File: config.mk
export PLATFORM = sky130hd
export DESIGN_NAME = irq_hub
export DESIGN_NICKNAME = d
export VERILOG_FILES = /design/src/rtl/irq_pkg.sv /design/src/rtl/irq_rst_sync.sv /design/src/rtl/irq_edge_pend.sv /design/src/rtl/irq_prio.sv /design/src/rtl/irq_host_ctl.sv /design/src/rtl/irq_hub.sv
export SDC_FILE = /design/constraint.sdc
export NUM_CORES = 1
export LEC_CHECK = 0
export ABC_AREA = 1
export BUFFER_PORTS_ARGS = -buffer_cell sky130_fd_sc_hd__buf_2
export CORE_MARGIN = 2
export CORE_UTILIZATION = 42
export DETAILED_ROUTE_END_ITERATION = 8
export GPL_ROUTABILITY_DRIVEN = 0
export PLACE_DENSITY = 0.74
export SETUP_SLACK_MARGIN = 0.4
export SLEW_MARGIN = 40
export SYNTH_ARGS = -nofsm -noshare
export SYNTH_HDL_FRONTEND = slang
export SYNTH_SLANG_ARGS = --single-unit
File: constraint.sdc
create_clock -name clk -period 0.8 [get_ports clk]
set_input_delay 0.04 -clock clk [delete_from_list [all_inputs] [get_ports clk]]
set_output_delay 0.04 -clock clk [all_outputs]
set_load 0.03 [all_outputs]
File: src/rtl/irq_pkg.sv
package irq_pkg;
  localparam int NSRC = 7;
  localparam int CODE_W = 4;

  // pending / enable bit positions
  localparam int B_WIN  = 0;
  localparam int B_EXT0 = 1;
  localparam int B_EXT1 = 2;
  localparam int B_HOST = 3;
  localparam int B_DISP = 4;
  localparam int B_BUS  = 5;
  localparam int B_STEP = 6;

  // host control bit positions
  localparam int HC_W      = 3;
  localparam int HC_HREQ   = 0;
  localparam int HC_NMI    = 1;
  localparam int HC_NOSAVE = 2;

  localparam logic [CODE_W-1:0] CODE_NONE = 4'd0;
  localparam logic [CODE_W-1:0] CODE_NMI  = 4'd1;
  localparam int CODE_BASE = 2;

  // urgency rank (0 = most urgent) to pending bit index
  function automatic int rank_bit(input int rank);
    case (rank)
      0:       return B_BUS;
      1:       return B_EXT0;
      2:       return B_EXT1;
      3:       return B_HOST;
      4:       return B_DISP;
      5:       return B_WIN;
      default: return B_STEP;
    endcase
  endfunction
endpackage

File: src/rtl/irq_rst_sync.sv
module irq_rst_sync (
  input  logic clk,
  input  logic rst_n,
  output logic rst_sync_n
);
  logic [1:0] sr_q;

  always_ff @(posedge clk or negedge rst_n) begin
    if (!rst_n) sr_q <= 2'b00;
    else        sr_q <= {sr_q[0], 1'b1};
  end

  assign rst_sync_n = sr_q[1];
endmodule

File: src/rtl/irq_edge_pend.sv
module irq_edge_pend #(
  parameter int N = 7
) (
  input  logic         clk,
  input  logic         rst_n,
  input  logic [N-1:0] raw,
  input  logic         clr_we,
  input  logic [N-1:0] clr_mask,
  output logic [N-1:0] pend,
  output logic [N-1:0] set_vec
);
  logic [N-1:0] prev_q, pend_q, pend_d;

  always_comb begin
    set_vec = raw & ~prev_q;
    pend_d  = pend_q;
    if (clr_we) pend_d = pend_d & ~clr_mask;
    pend_d = pend_d | set_vec;           // an edge beats a clear
  end

  always_ff @(posedge clk or negedge rst_n) begin
    if (!rst_n) begin
      prev_q <= '0;
      pend_q <= '0;
    end else begin
      prev_q <= raw;
      pend_q <= pend_d;
    end
  end

  assign pend = pend_q;
endmodule

File: src/rtl/irq_prio.sv
module irq_prio
  import irq_pkg::*;
#(
  parameter int N = NSRC
) (
  input  logic [N-1:0]      act,
  input  logic              nmi,
  output logic [CODE_W-1:0] code
);
  always_comb begin
    code = CODE_NONE;
    for (int r = N - 1; r >= 0; r--) begin
      if (act[rank_bit(r)]) code = CODE_W'(r + CODE_BASE);
    end
    if (nmi) code = CODE_NMI;
  end
endmodule

File: src/rtl/irq_host_ctl.sv
module irq_host_ctl
  import irq_pkg::*;
(
  input  logic            clk,
  input  logic            rst_n,
  input  logic            wr,
  input  logic [HC_W-1:0] wbits,
  input  logic            ack,
  output logic [HC_W-1:0] ctl,
  output logic            nmi_req,
  output logic            nmi_edge
);
  logic [HC_W-1:0] ctl_q, ctl_d;
  logic            ctl_en;
  logic            prev_q, nmi_q, nmi_d;

  always_comb begin
    ctl_en = wr | ack;
    ctl_d  = ctl_q;
    if (wr)       ctl_d = wbits;         // host write wins over ack
    else if (ack) ctl_d[HC_NMI] = 1'b0;
    nmi_edge = ctl_q[HC_NMI] & ~prev_q;
    nmi_d    = nmi_edge | (nmi_q & ~ack);
  end

  always_ff @(posedge clk or negedge rst_n) begin
    if (!rst_n) begin
      ctl_q  <= '0;
      prev_q <= 1'b0;
      nmi_q  <= 1'b0;
    end else begin
      if (ctl_en) ctl_q <= ctl_d;
      prev_q <= ctl_q[HC_NMI];
      nmi_q  <= nmi_d;
    end
  end

  assign ctl     = ctl_q;
  assign nmi_req = nmi_q;
endmodule

File: src/rtl/irq_hub.sv
module irq_hub
  import irq_pkg::*;
#(
  parameter int ADDR_W = 2,
  parameter int DATA_W = 16
) (
  input  logic              clk,
  input  logic              rst_n,
  input  logic [1:0]        ext_irq,
  input  logic              win_viol,
  input  logic              disp_line,
  input  logic              bus_fault,
  input  logic              step_evt,
  input  logic              reg_we,
  input  logic [ADDR_W-1:0] reg_addr,
  input  logic [DATA_W-1:0] reg_wdata,
  output logic [DATA_W-1:0] reg_rdata,
  input  logic              nmi_ack,
  output logic              irq_req,
  output logic [CODE_W-1:0] irq_code,
  output logic              nmi_req,
  output logic              nmi_nosave
);
  localparam logic [ADDR_W-1:0] A_EN   = ADDR_W'(0);
  localparam logic [ADDR_W-1:0] A_PEND = ADDR_W'(1);
  localparam logic [ADDR_W-1:0] A_HOST = ADDR_W'(2);

  logic            rst_sync_n;
  logic [NSRC-1:0] raw, pend_q, set_vec, en_q, en_d, active;
  logic            en_wr, pend_wr, host_wr, nmi_edge;
  logic [HC_W-1:0] hctl;
  logic            unused_wbits;

  assign unused_wbits = ^reg_wdata[DATA_W-1:NSRC];

  irq_rst_sync u_rst (.clk(clk), .rst_n(rst_n), .rst_sync_n(rst_sync_n));

  always_comb begin
    raw          = '0;
    raw[B_WIN]   = win_viol;
    raw[B_EXT0]  = ext_irq[0];
    raw[B_EXT1]  = ext_irq[1];
    raw[B_HOST]  = hctl[HC_HREQ];
    raw[B_DISP]  = disp_line;
    raw[B_BUS]   = bus_fault;
    raw[B_STEP]  = step_evt;
    en_wr   = reg_we && (reg_addr == A_EN);
    pend_wr = reg_we && (reg_addr == A_PEND);
    host_wr = reg_we && (reg_addr == A_HOST);
    en_d    = reg_wdata[NSRC-1:0];
  end

  always_ff @(posedge clk or negedge rst_sync_n) begin
    if (!rst_sync_n)  en_q <= '0;
    else if (en_wr)   en_q <= en_d;
  end

  irq_edge_pend #(.N(NSRC)) u_pend (
    .clk(clk), .rst_n(rst_sync_n), .raw(raw), .clr_we(pend_wr),
    .clr_mask(reg_wdata[NSRC-1:0]), .pend(pend_q), .set_vec(set_vec)
  );

  irq_host_ctl u_host (
    .clk(clk), .rst_n(rst_sync_n), .wr(host_wr), .wbits(reg_wdata[HC_W-1:0]),
    .ack(nmi_ack), .ctl(hctl), .nmi_req(nmi_req), .nmi_edge(nmi_edge)
  );

  assign active = pend_q & en_q;

  irq_prio #(.N(NSRC)) u_prio (.act(active), .nmi(nmi_req), .code(irq_code));

  assign irq_req    = |active;
  assign nmi_nosave = hctl[HC_NOSAVE];

  always_comb begin
    reg_rdata = '0;
    case (reg_addr)
      A_EN:    reg_rdata[NSRC-1:0] = en_q;
      A_PEND:  reg_rdata[NSRC-1:0] = pend_q;
      A_HOST:  reg_rdata[HC_W-1:0] = hctl;
      default: reg_rdata = '0;
    endcase
  end
endmodule

==> results of run 1 <==
[state kept, by name (all words and copies together) (netlist names)]
name            cells
u_rst.sr_q          2
u_pend.prev_q       7
u_host.ctl          3
en_q                7
u_host.nmi_req      1
u_host.prev_q       1
u_pend.pend         7
[worst max-delay path, stage by stage (launching register included)]
cell	delay (ns)
dfrtp_1	0.44
nand2_2	0.08
nand2_2	0.11
inv_2	0.06
buf_4	0.14
a21oi_4	0.10
buf_4	0.17
[metrics by stage]
stage / instances / TNS [ns] / utilization [%]
after floorplan: 147 / -0.774 / -
after global placement: 220 / -4.56 / 60.7
after detailed placement: 220 / -5.42 / 60.7
after CTS: 234 / -6.97 / 73.7
after global routing: 239 / -9.02 / 77.6
final: 239 / -8.07 / 77.6
[cell usage after synthesis, types with 2 or more instances]
cell	count	area, um2
a22o_2	4	40.0
conb_1	2	7.51
inv_1	18	67.6
o21ai_1	19	95.1
nand2_1	32	120
dfrtp_1	28	701
nand2_4	2	22.5
buf_4	9	67.6
nor2_4	2	22.5
o21ai_0	4	20.0
nand3_1	10	50.1
nor2_1	3	11.3
[report_power, final]
group | switching (uW) | total (uW) | leakage [uW] | internal (uW)
logic | 974 | 1870 | 0.000764 | 895
clock network | 413 | 609 | 0.0000150 | 196
registers | 143 | 1710 | 0.000324 | 1570
[logic make-up (layout without fill, tap and decap cells)]
| kind of cell | after synthesis | count (layout) | synth area share, % |
|---|---|---|---|
| buffers and inverters | 29 | 90 | 11.9 |
| flip-flops | 28 | 28 | 55.4 |
| AND/OR/NAND/NOR | 50 | 50 | 18.3 |
| other | 2 | 10 | 0.594 |
| AO/OA/AOI/OAI | 30 | 30 | 13.8 |
[timing repair]
item | in CTS | in global routing
pin swaps | 13 | 3
setup buffers | 9 | 5
gates resized for setup | 64 | 20
endpoints found under the hold margin | 22 | 18
cloned | 0 | 0
setup endpoints to repair | 61 | 47
[routing by layer]
| layer | GRT usage (%) | wire [um] | vias up |
|---|---|---|---|
| met5 | 0 | 0 | - |
| li1 | - | - | 566 |
| met1 | 24.1 | 1510 | 573 |
| met3 | 3.52 | 119 | 7 |
| met2 | 35.7 | 1980 | 37 |
| met4 | 9.74 | 57 | 0 |
[worst paths after layout]
path	from	end	slack (ns)
worst max-delay path	en_q[1]	irq_code[1]	-0.67
worst min-delay path	win_viol	u_pend.prev_q[0]	-0.19
worst max register to register	en_q[0]	en_q[0]	-0.19
worst min register to register	u_rst.sr_q[1]	en_q[4]	0.26
max in group asynchronous	u_rst.sr_q[1]	u_host.nmi_req	0.42
min in group asynchronous	rst_n	u_rst.sr_q[1]	0
[layout by cell type, fill, tap and decap left out, types with 4 or more instances in the layout]
cell type and instances:
buf_6 33, dfrtp_1 25, buf_2 18, nand2_2 17, inv_1 15, o21ai_1 14
nand2_1 11, buf_4 11, o21ai_2 10, conb_1 10, nand2_4 6, nor2_4 4
a22o_4 4, nand3_2 4, buf_12 4
[layout make-up]
class / count / area (um2) / area share, %
tap: 31 / 38.8 / 1.78
sequential: 28 / 707 / 32.5
clock buffer: 4 / 26.3 / 1.21
timing repair buffer: 67 / 634 / 29.1
inverter: 19 / 86.3 / 3.97
multi-input combinational: 90 / 684 / 31.4
==> impl_metrics.toml, run 1 <==
[logic_synthesis]
syn_avg_cell_area_um2 = 9.10
ys_warn_count = 0
syn-cell-area_um2 = 1260
synth_edf_count = 0
ys_seq_elements = 28
async_reset_ff_share_pct = 100
ys_seq_area_share_pct = 55.4
dominantRegCellSynth = "dfrtp_1"
synth_cell_types = 18
syn-instance-count = 139

[route]
drtPass1Iterations = 6
drc = 4
vias = 1183
drt-total-wl_mm = 3.67
viasPerCell = 4.95
post_drt_wl_per_cell_um = 15.4
ant_nets = 0
drt_iter0_drc = 35

[floorplanning]
chipHeight_um = 58.9
fp.dieW_um = 58.9
boundaryPins = 51
die_area_um2 = 3470
core_um2 = 2810
rows = 19
start_util_pct = 45.1

[clock_network]
cts_hold_buf = 1
cts_tree = "built"
clockRootBuffer = "clkbuf_4"
cts.sinks = 28
cts_buffer_depth = 2
cts_max_level = 1
clk_pin_slew_ns = 0.15
clock_latency_ns = 0.33
numCtsBuffers = 3

[hold_path]
holdPathStages = 1
hold_path_class = "in2reg"

[setup_path]
r2r_cells = 5
arrival_ns = 1.43
critical_path_class = "reg2out"
critPathMaxFanout = 3
cp.required_ns = 0.76
start_kind = "register"
endpoint_kind = "output pin"

[global_route]
grt_pass1_vias = 1173
grt_overflow_total = 0
grt_antenna_before_repair = 0
grt_pass1_wl_mm = 5.20
grt_max_degree = 16
grtUsageTotal_pct = 20.4

[power_and_ir_drop]
vdd_drop_max_v = 0.00150
leakage_uw = 0.00110
finalPower_uw = 4190
power_density_nw_per_um2 = 1920

[placement]
placed_cell_area_um2 = 1700
dpl.hpwl_mm = 2.16
place_ws_ns = -0.317
port_buffers = 32

[sta]
rsz0062_at_grt = "yes"
setup_violations = 23
timing.fmax_mhz = 683
hold_violations = 16
finalCritPeriodShare_pct = 183
skew_ns = 0.00355
drv_slew = 0
setup_slack_ns = -0.665
holdWs_ns = -0.186
finalWorstPathRequiredPeriod_ns = 1.47

[cells_and_area]
fill_cells = 176
antenna_cells = 0
drive_gt1_share_pct = 61.5
final_area_um2 = 2180
final_nets = 237
area_growth_pct = 72.1

[run]
cap_violations = 0

[run_status]
violations = "DRC, hold timing, setup timing"
status = "finished, violations left"
No activity file was read; power rests on OpenSTA's default activity.
==> run 2: changes to the inputs <==
--- a/config.mk
+++ b/config.mk
@@ -8,12 +8,13 @@
 export ABC_AREA = 1
 export BUFFER_PORTS_ARGS = -buffer_cell sky130_fd_sc_hd__buf_2
 export CORE_MARGIN = 2
-export CORE_UTILIZATION = 42
+export CORE_UTILIZATION = 44
+export CTS_BUF_LIST = sky130_fd_sc_hd__clkbuf_8
 export DETAILED_ROUTE_END_ITERATION = 8
 export GPL_ROUTABILITY_DRIVEN = 0
-export PLACE_DENSITY = 0.74
+export PLACE_DENSITY = 0.77
 export SETUP_SLACK_MARGIN = 0.4
-export SLEW_MARGIN = 40
+export SLEW_MARGIN = 20
 export SYNTH_ARGS = -nofsm -noshare
 export SYNTH_HDL_FRONTEND = slang
 export SYNTH_SLANG_ARGS = --single-unit
==> run 2 against run 1 <==
  * The run ends with hold timing, setup timing left
  * Worst hold slack better by 0.046 ns
  * Global-route usage is 3.7 points higher
  * Sequential share of layout area is 2.5 points lower
  * Wire length is 25% higher
  * Die area is 4.2% lower
  * Critical path type unchanged
  * Non-clock buffer count is 11 higher
  * First-iteration DRC count is 26% higher
  * Highest routed layer unchanged
==> impl_metrics.toml, run 2 (synthesized netlist as in run 1, its figures left out) <==
[hold_path]
holdPathEnd = "u_pend.prev_q[2]"
hold_path_class = "in2reg"
worstHoldStart = "ext_irq[1]"
holdPathStages = 1

[setup_path]
critical_path_class = "reg2out"
start_kind = "register"
r2r_setup_slack_ns = -0.17
r2r_cells = 5
cp.required_ns = 0.76
critPathMaxFanout = 2
reg2reg_to = "u_pend.pend[0]"
endpoint_kind = "output pin"
reg2reg_from = "u_pend.pend[0]"
arrival_ns = 1.41

[sta]
timing.fmax_mhz = 690
setup_violations = 23
skew_ns = 0.00461
finalCritPeriodShare_pct = 181
hold_violations = 9
finalWorstPathRequiredPeriod_ns = 1.45
rsz0062_at_grt = "yes"
setup_slack_ns = -0.648
drv_slew = 0
holdWs_ns = -0.140

[clock_network]
clk_pin_slew_ns = 0.09
cts.sinks = 28
numCtsBuffers = 3
cts_max_level = 1
clockRootBuffer = "clkbuf_8"
clock_latency_ns = 0.29
cts_hold_buf = 1
cts_tree = "built"
cts_buffer_depth = 2

[route]
post_drt_wl_per_cell_um = 18.3
drc = 0
ant_nets = 0
drt-total-wl_mm = 4.60
viasPerCell = 5.24
drt_iter0_drc = 44
drtPass1Iterations = 4
vias = 1316

[global_route]
grtUsageTotal_pct = 24.1
grt_overflow_total = 0
grt_max_degree = 16
grt_pass1_wl_mm = 5.89
grt_pass1_vias = 1254
grt_antenna_before_repair = 0

[floorplanning]
core_um2 = 2730
die_area_um2 = 3320
chipHeight_um = 57.6
boundaryPins = 51
fp.dieW_um = 57.6
start_util_pct = 46.3
rows = 19

[cells_and_area]
layout_common_cells = "buf_6 (40), dfrtp_1 (25), nand2_2 (17), buf_2 (16), buf_4 (16)"
area_growth_pct = 86.7
fin_cells = 251
antenna_cells = 0
final_nets = 249
drive_gt1_share_pct = 65.0
final_area_um2 = 2360
post-route-util_pct = 86.4
final_common_cell = "buf_6"
fill_cells = 123

[power_and_ir_drop]
power_density_nw_per_um2 = 1970
p_sw_share_pct = 36.5
seqPwrFrac_pct = 36.8
power_frac_comb_pct = 45.8
leakage_uw = 0.00119
vdd_drop_max_v = 0.00174
p_sw_uw = 1700
clockPowerShare_pct = 17.4
intPower_uw = 2950

[placement]
placed_cell_area_um2 = 1710
dpl.hpwl_mm = 2.18
dp.cells = 221
place_ws_ns = -0.329
port_buffers = 32

[run]
cap_violations = 0

[run_status]
status = "finished, violations left"
violations = "hold timing, setup timing"
-- run 2: cell count changes in the layout (fill, tap and decap cells not counted), moves of 3 or more --
cell      delta
buf_4        +5
buf_6        +7
clkbuf_4     -3
clkbuf_8     +3
-- run 2: through the flow --
step	TNS (ns)	total power, uW
final	-7.80	4650
after CTS	-6.13	4260
after global routing	-8.51	4830
after global placement	-4.37	2970
after floorplan	-0.774	2560
after detailed placement	-5.40	3030
-- run 2: layout make-up --
type,count,area [um2],area share (%)
Timing Repair Buffer,78,756,32.0
Clock buffer,3,41.3,1.75
Clock inverter,1,3.75,0.159
Sequential cell,28,707,29.9
Inverter,19,86.3,3.65
Tap cell,31,38.8,1.64
Multi-Input combinational cell,91,729,30.9
-- run 2: repair_timing --
| action | 4_1_cts | 5_1_grt |
|---|---|---|
| gates resized for setup | 65 | 38 |
| cloned | 0 | 1 |
| buffers inserted | 13 | 11 |
| setup endpoints to repair | 61 | 48 |
| pin swaps | 14 | 15 |
| hold endpoints to repair | 12 | 9 |
-- run 2: worst max-delay path: stages, from the launching register on --
cell     delay, ns
dfrtp_1       0.41
nand2_2       0.10
inv_2         0.04
nand2_1       0.08
nand2_1       0.07
nand2_1       0.10
nand2_2       0.08
nand2_2       0.08
nand2_4       0.05
buf_6         0.13
-- run 2: layer usage --
metal	global-route usage [%]	part of all wire, %	vias up
li1	-	-	593
met1	26.1	37	652
met2	43.5	55	52
met3	4.91	3.5	19
met4	13.3	3.7	0
met5	0	0	-
-- run 2: worst max-delay path by stage --
stage / cells after the start / start / endpoint / slack [ns]
2_1_floorplan: 5 / u_pend.pend[3] / irq_code[3] / -0.22
3_3_place_gp: 6 / u_pend.pend[3] / irq_code[3] / -0.27
3_5_place_dp: 6 / u_pend.pend[3] / irq_code[3] / -0.33
4_1_cts: 6 / u_pend.pend[0] / irq_code[3] / -0.55
5_1_grt: 9 / u_pend.pend[0] / irq_code[0] / -0.72
6_report: 9 / u_pend.pend[0] / irq_code[0] / -0.65
-- run 2: power groups by stage --
stage / Clock (uW) / Sequential (uW) / Combinational (uW)
2_1_floorplan: 0 / 1740 / 824
3_3_place_gp: 0 / 1710 / 1270
3_5_place_dp: 0 / 1720 / 1310
4_1_cts: 794 / 1680 / 1780
5_1_grt: 871 / 1720 / 2230
6_report: 809 / 1710 / 2130
==> run 3: changes to the inputs <==
==> constraint.sdc (replaced) <==
create_clock -name clk -period 0.8 [get_ports clk]
set_input_delay 0.04 -clock clk [delete_from_list [all_inputs] [get_ports clk]]
set_output_delay 0.04 -clock clk [all_outputs]
set_load 0.1 [all_outputs]
==> run 3 against run 2 <==
  * Power grew 23%
  * Flip-flop and latch count is the same
  * Register-to-register slack got worse by 0.04 ns
  * Worst hold slack better by 0.0063 ns
  * Clock skew fell by 0.00062 ns
  * The run still ends with hold timing, setup timing left
  * Cell count fell by 3.6%
  * Critical endpoint is now irq_code[3]
  * Largest power group unchanged
  * Clock power rose by 13%
  * First-iteration DRC count is 30% higher
  * Die area unchanged
==> impl_metrics.toml, run 3 (synthesized netlist as in run 1, its figures left out) <==
[route]
post_drt_wl_per_cell_um = 19.9
drt-total-wl_mm = 4.81
drt_iter0_drc = 57
drc = 0
viasPerCell = 5.57
drtPass1Iterations = 4
ant_nets = 0
vias = 1349

[power_and_ir_drop]
power_density_nw_per_um2 = 2370
clockPowerShare_pct = 16.0
intPower_uw = 3220
p_sw_uw = 2510
vdd_drop_max_v = 0.00248
p_sw_share_pct = 43.8
seqPwrFrac_pct = 30.1
leakage_uw = 0.00118
power_frac_comb_pct = 53.9

[sta]
hold_violations = 9
skew_ns = 0.00398
rsz0062_at_grt = "yes"
finalCritPeriodShare_pct = 190
setup_slack_ns = -0.716
setup_violations = 22
timing.fmax_mhz = 660
finalWorstPathRequiredPeriod_ns = 1.52
drv_slew = 0
holdWs_ns = -0.134

[clock_network]
cts_hold_buf = 1
clockRootBuffer = "clkbuf_8"
clock_latency_ns = 0.29
cts_tree = "built"
clk_pin_slew_ns = 0.10
cts_buffer_depth = 2
cts_max_level = 1
cts.sinks = 28
numCtsBuffers = 3

[setup_path]
r2r_setup_slack_ns = -0.21
reg2reg_from = "u_pend.pend[1]"
start_kind = "register"
critPathMaxFanout = 2
reg2reg_to = "u_pend.pend[1]"
crit_path_start = "u_pend.pend[4]"
cp.required_ns = 0.76
endpoint_kind = "output pin"
crit_path_end = "irq_code[3]"
r2r_cells = 5
critical_path_class = "reg2out"
arrival_ns = 1.48

[floorplanning]
core_um2 = 2730
die_area_um2 = 3320
fp.dieW_um = 57.6
boundaryPins = 51
chipHeight_um = 57.6
start_util_pct = 46.3
rows = 19

[global_route]
grtUsageMet1_pct = 29.1
grt_overflow_total = 0
grt_pass1_wl_mm = 6.51
grtUsageTotal_pct = 26.5
grt_antenna_before_repair = 0
grt_pass1_vias = 1354
met2_usage_pct = 49.5
grt_max_degree = 16
met3_usage_pct = 5.13
top_usage_layer = "met2"

[cells_and_area]
post-route-util_pct = 88.4
multi_input_area_um2 = 722
seqCellArea_um2 = 712
layout_common_cells = "dfrtp_1 (25), buf_6 (24), buf_12 (18), buf_2 (17)"
area_growth_pct = 91.1
antenna_cells = 0
drive_gt1_share_pct = 64.9
final_common_cell = "dfrtp_1"
final_nets = 240
final_area_um2 = 2420
fill_cells = 107

[hold_path]
hold_path_class = "in2reg"
worstHoldStart = "step_evt"

[placement]
port_buffers = 32
placed_cell_area_um2 = 2010
dpl.hpwl_mm = 2.36

[run_status]
violations = "hold timing, setup timing"
status = "finished, violations left"

[run]
cap_violations = 0
## run 3: cell count changes in the layout (fill, tap and decap cells not counted), moves of 3 or more
cell	change
nand2_4	+3
buf_4	-6
buf_6	-16
buf_12	+14
## run 3: per-stage QoR
| stage | TNS [ns] | hold WS (ns) | power [uW] | instances | setup slack, ns |
|---|---|---|---|---|---|
| after CTS | -7.09 | -0.121 | 5370 | 237 | -0.599 |
| after global placement | -3.78 | -0.175 | 4210 | 224 | -0.321 |
| after floorplan | -2.96 | -0.256 | 3370 | 147 | -0.698 |
| after global routing | -9.27 | -0.137 | 5880 | 242 | -0.776 |
| final | -8.56 | -0.134 | 5720 | 242 | -0.716 |
| after detailed placement | -4.57 | -0.173 | 4280 | 224 | -0.346 |
## run 3: timing repair
| action | in CTS | in global routing |
|---|---|---|
| setup endpoints to repair | 61 | 48 |
| pin swaps | 16 | 8 |
| hold endpoints to repair | 10 | 7 |
| resized for setup | 36 | 31 |
| setup buffers | 8 | 5 |
## run 3: worst min-delay path by stage
stage                       endpoint  slack, ns  depth (start not counted)
global placement       u_rst.sr_q[0]      -0.18                          1
detailed placement     u_rst.sr_q[0]      -0.17                          1
CTS                 u_pend.prev_q[6]      -0.12                          1
floorplan              u_rst.sr_q[0]      -0.26                          0
global route        u_pend.prev_q[0]      -0.14                          1
finish              u_pend.prev_q[6]      -0.13                          1
## run 3: routing by layer
layer / vias up / share of wire, %
met5: - / 0
met4: 0 / 4.7
met3: 26 / 7.1
met2: 95 / 53
met1: 659 / 36
li1: 569 / -
## run 3: layout make-up
type | count | share of cell area [%]
Timing Repair Buffer | 70 | 33.1
Tap cell | 31 | 1.60
Clock buffer | 4 | 2.28
Inverter | 19 | 3.67
Multi-Input combinational cell | 90 | 29.9
Sequential cell | 28 | 29.5
## run 3: power by group through the flow
stage / registers (uW) / clock network (uW) / logic [uW]
finish: 1720 / 915 / 3090
global route: 1730 / 961 / 3180
CTS: 1690 / 865 / 2810
detailed placement: 1730 / 0 / 2550
global placement: 1710 / 0 / 2500
floorplan: 1830 / 0 / 1540
## run 3: worst max-delay path, stage by stage, from the launching register on
cell and delay (ns):
dfrtp_1 0.43, nand2_2 0.14, nand2_4 0.08, nor2_4 0.14, nand3_2 0.10, nor2_4 0.12, buf_12 0.18
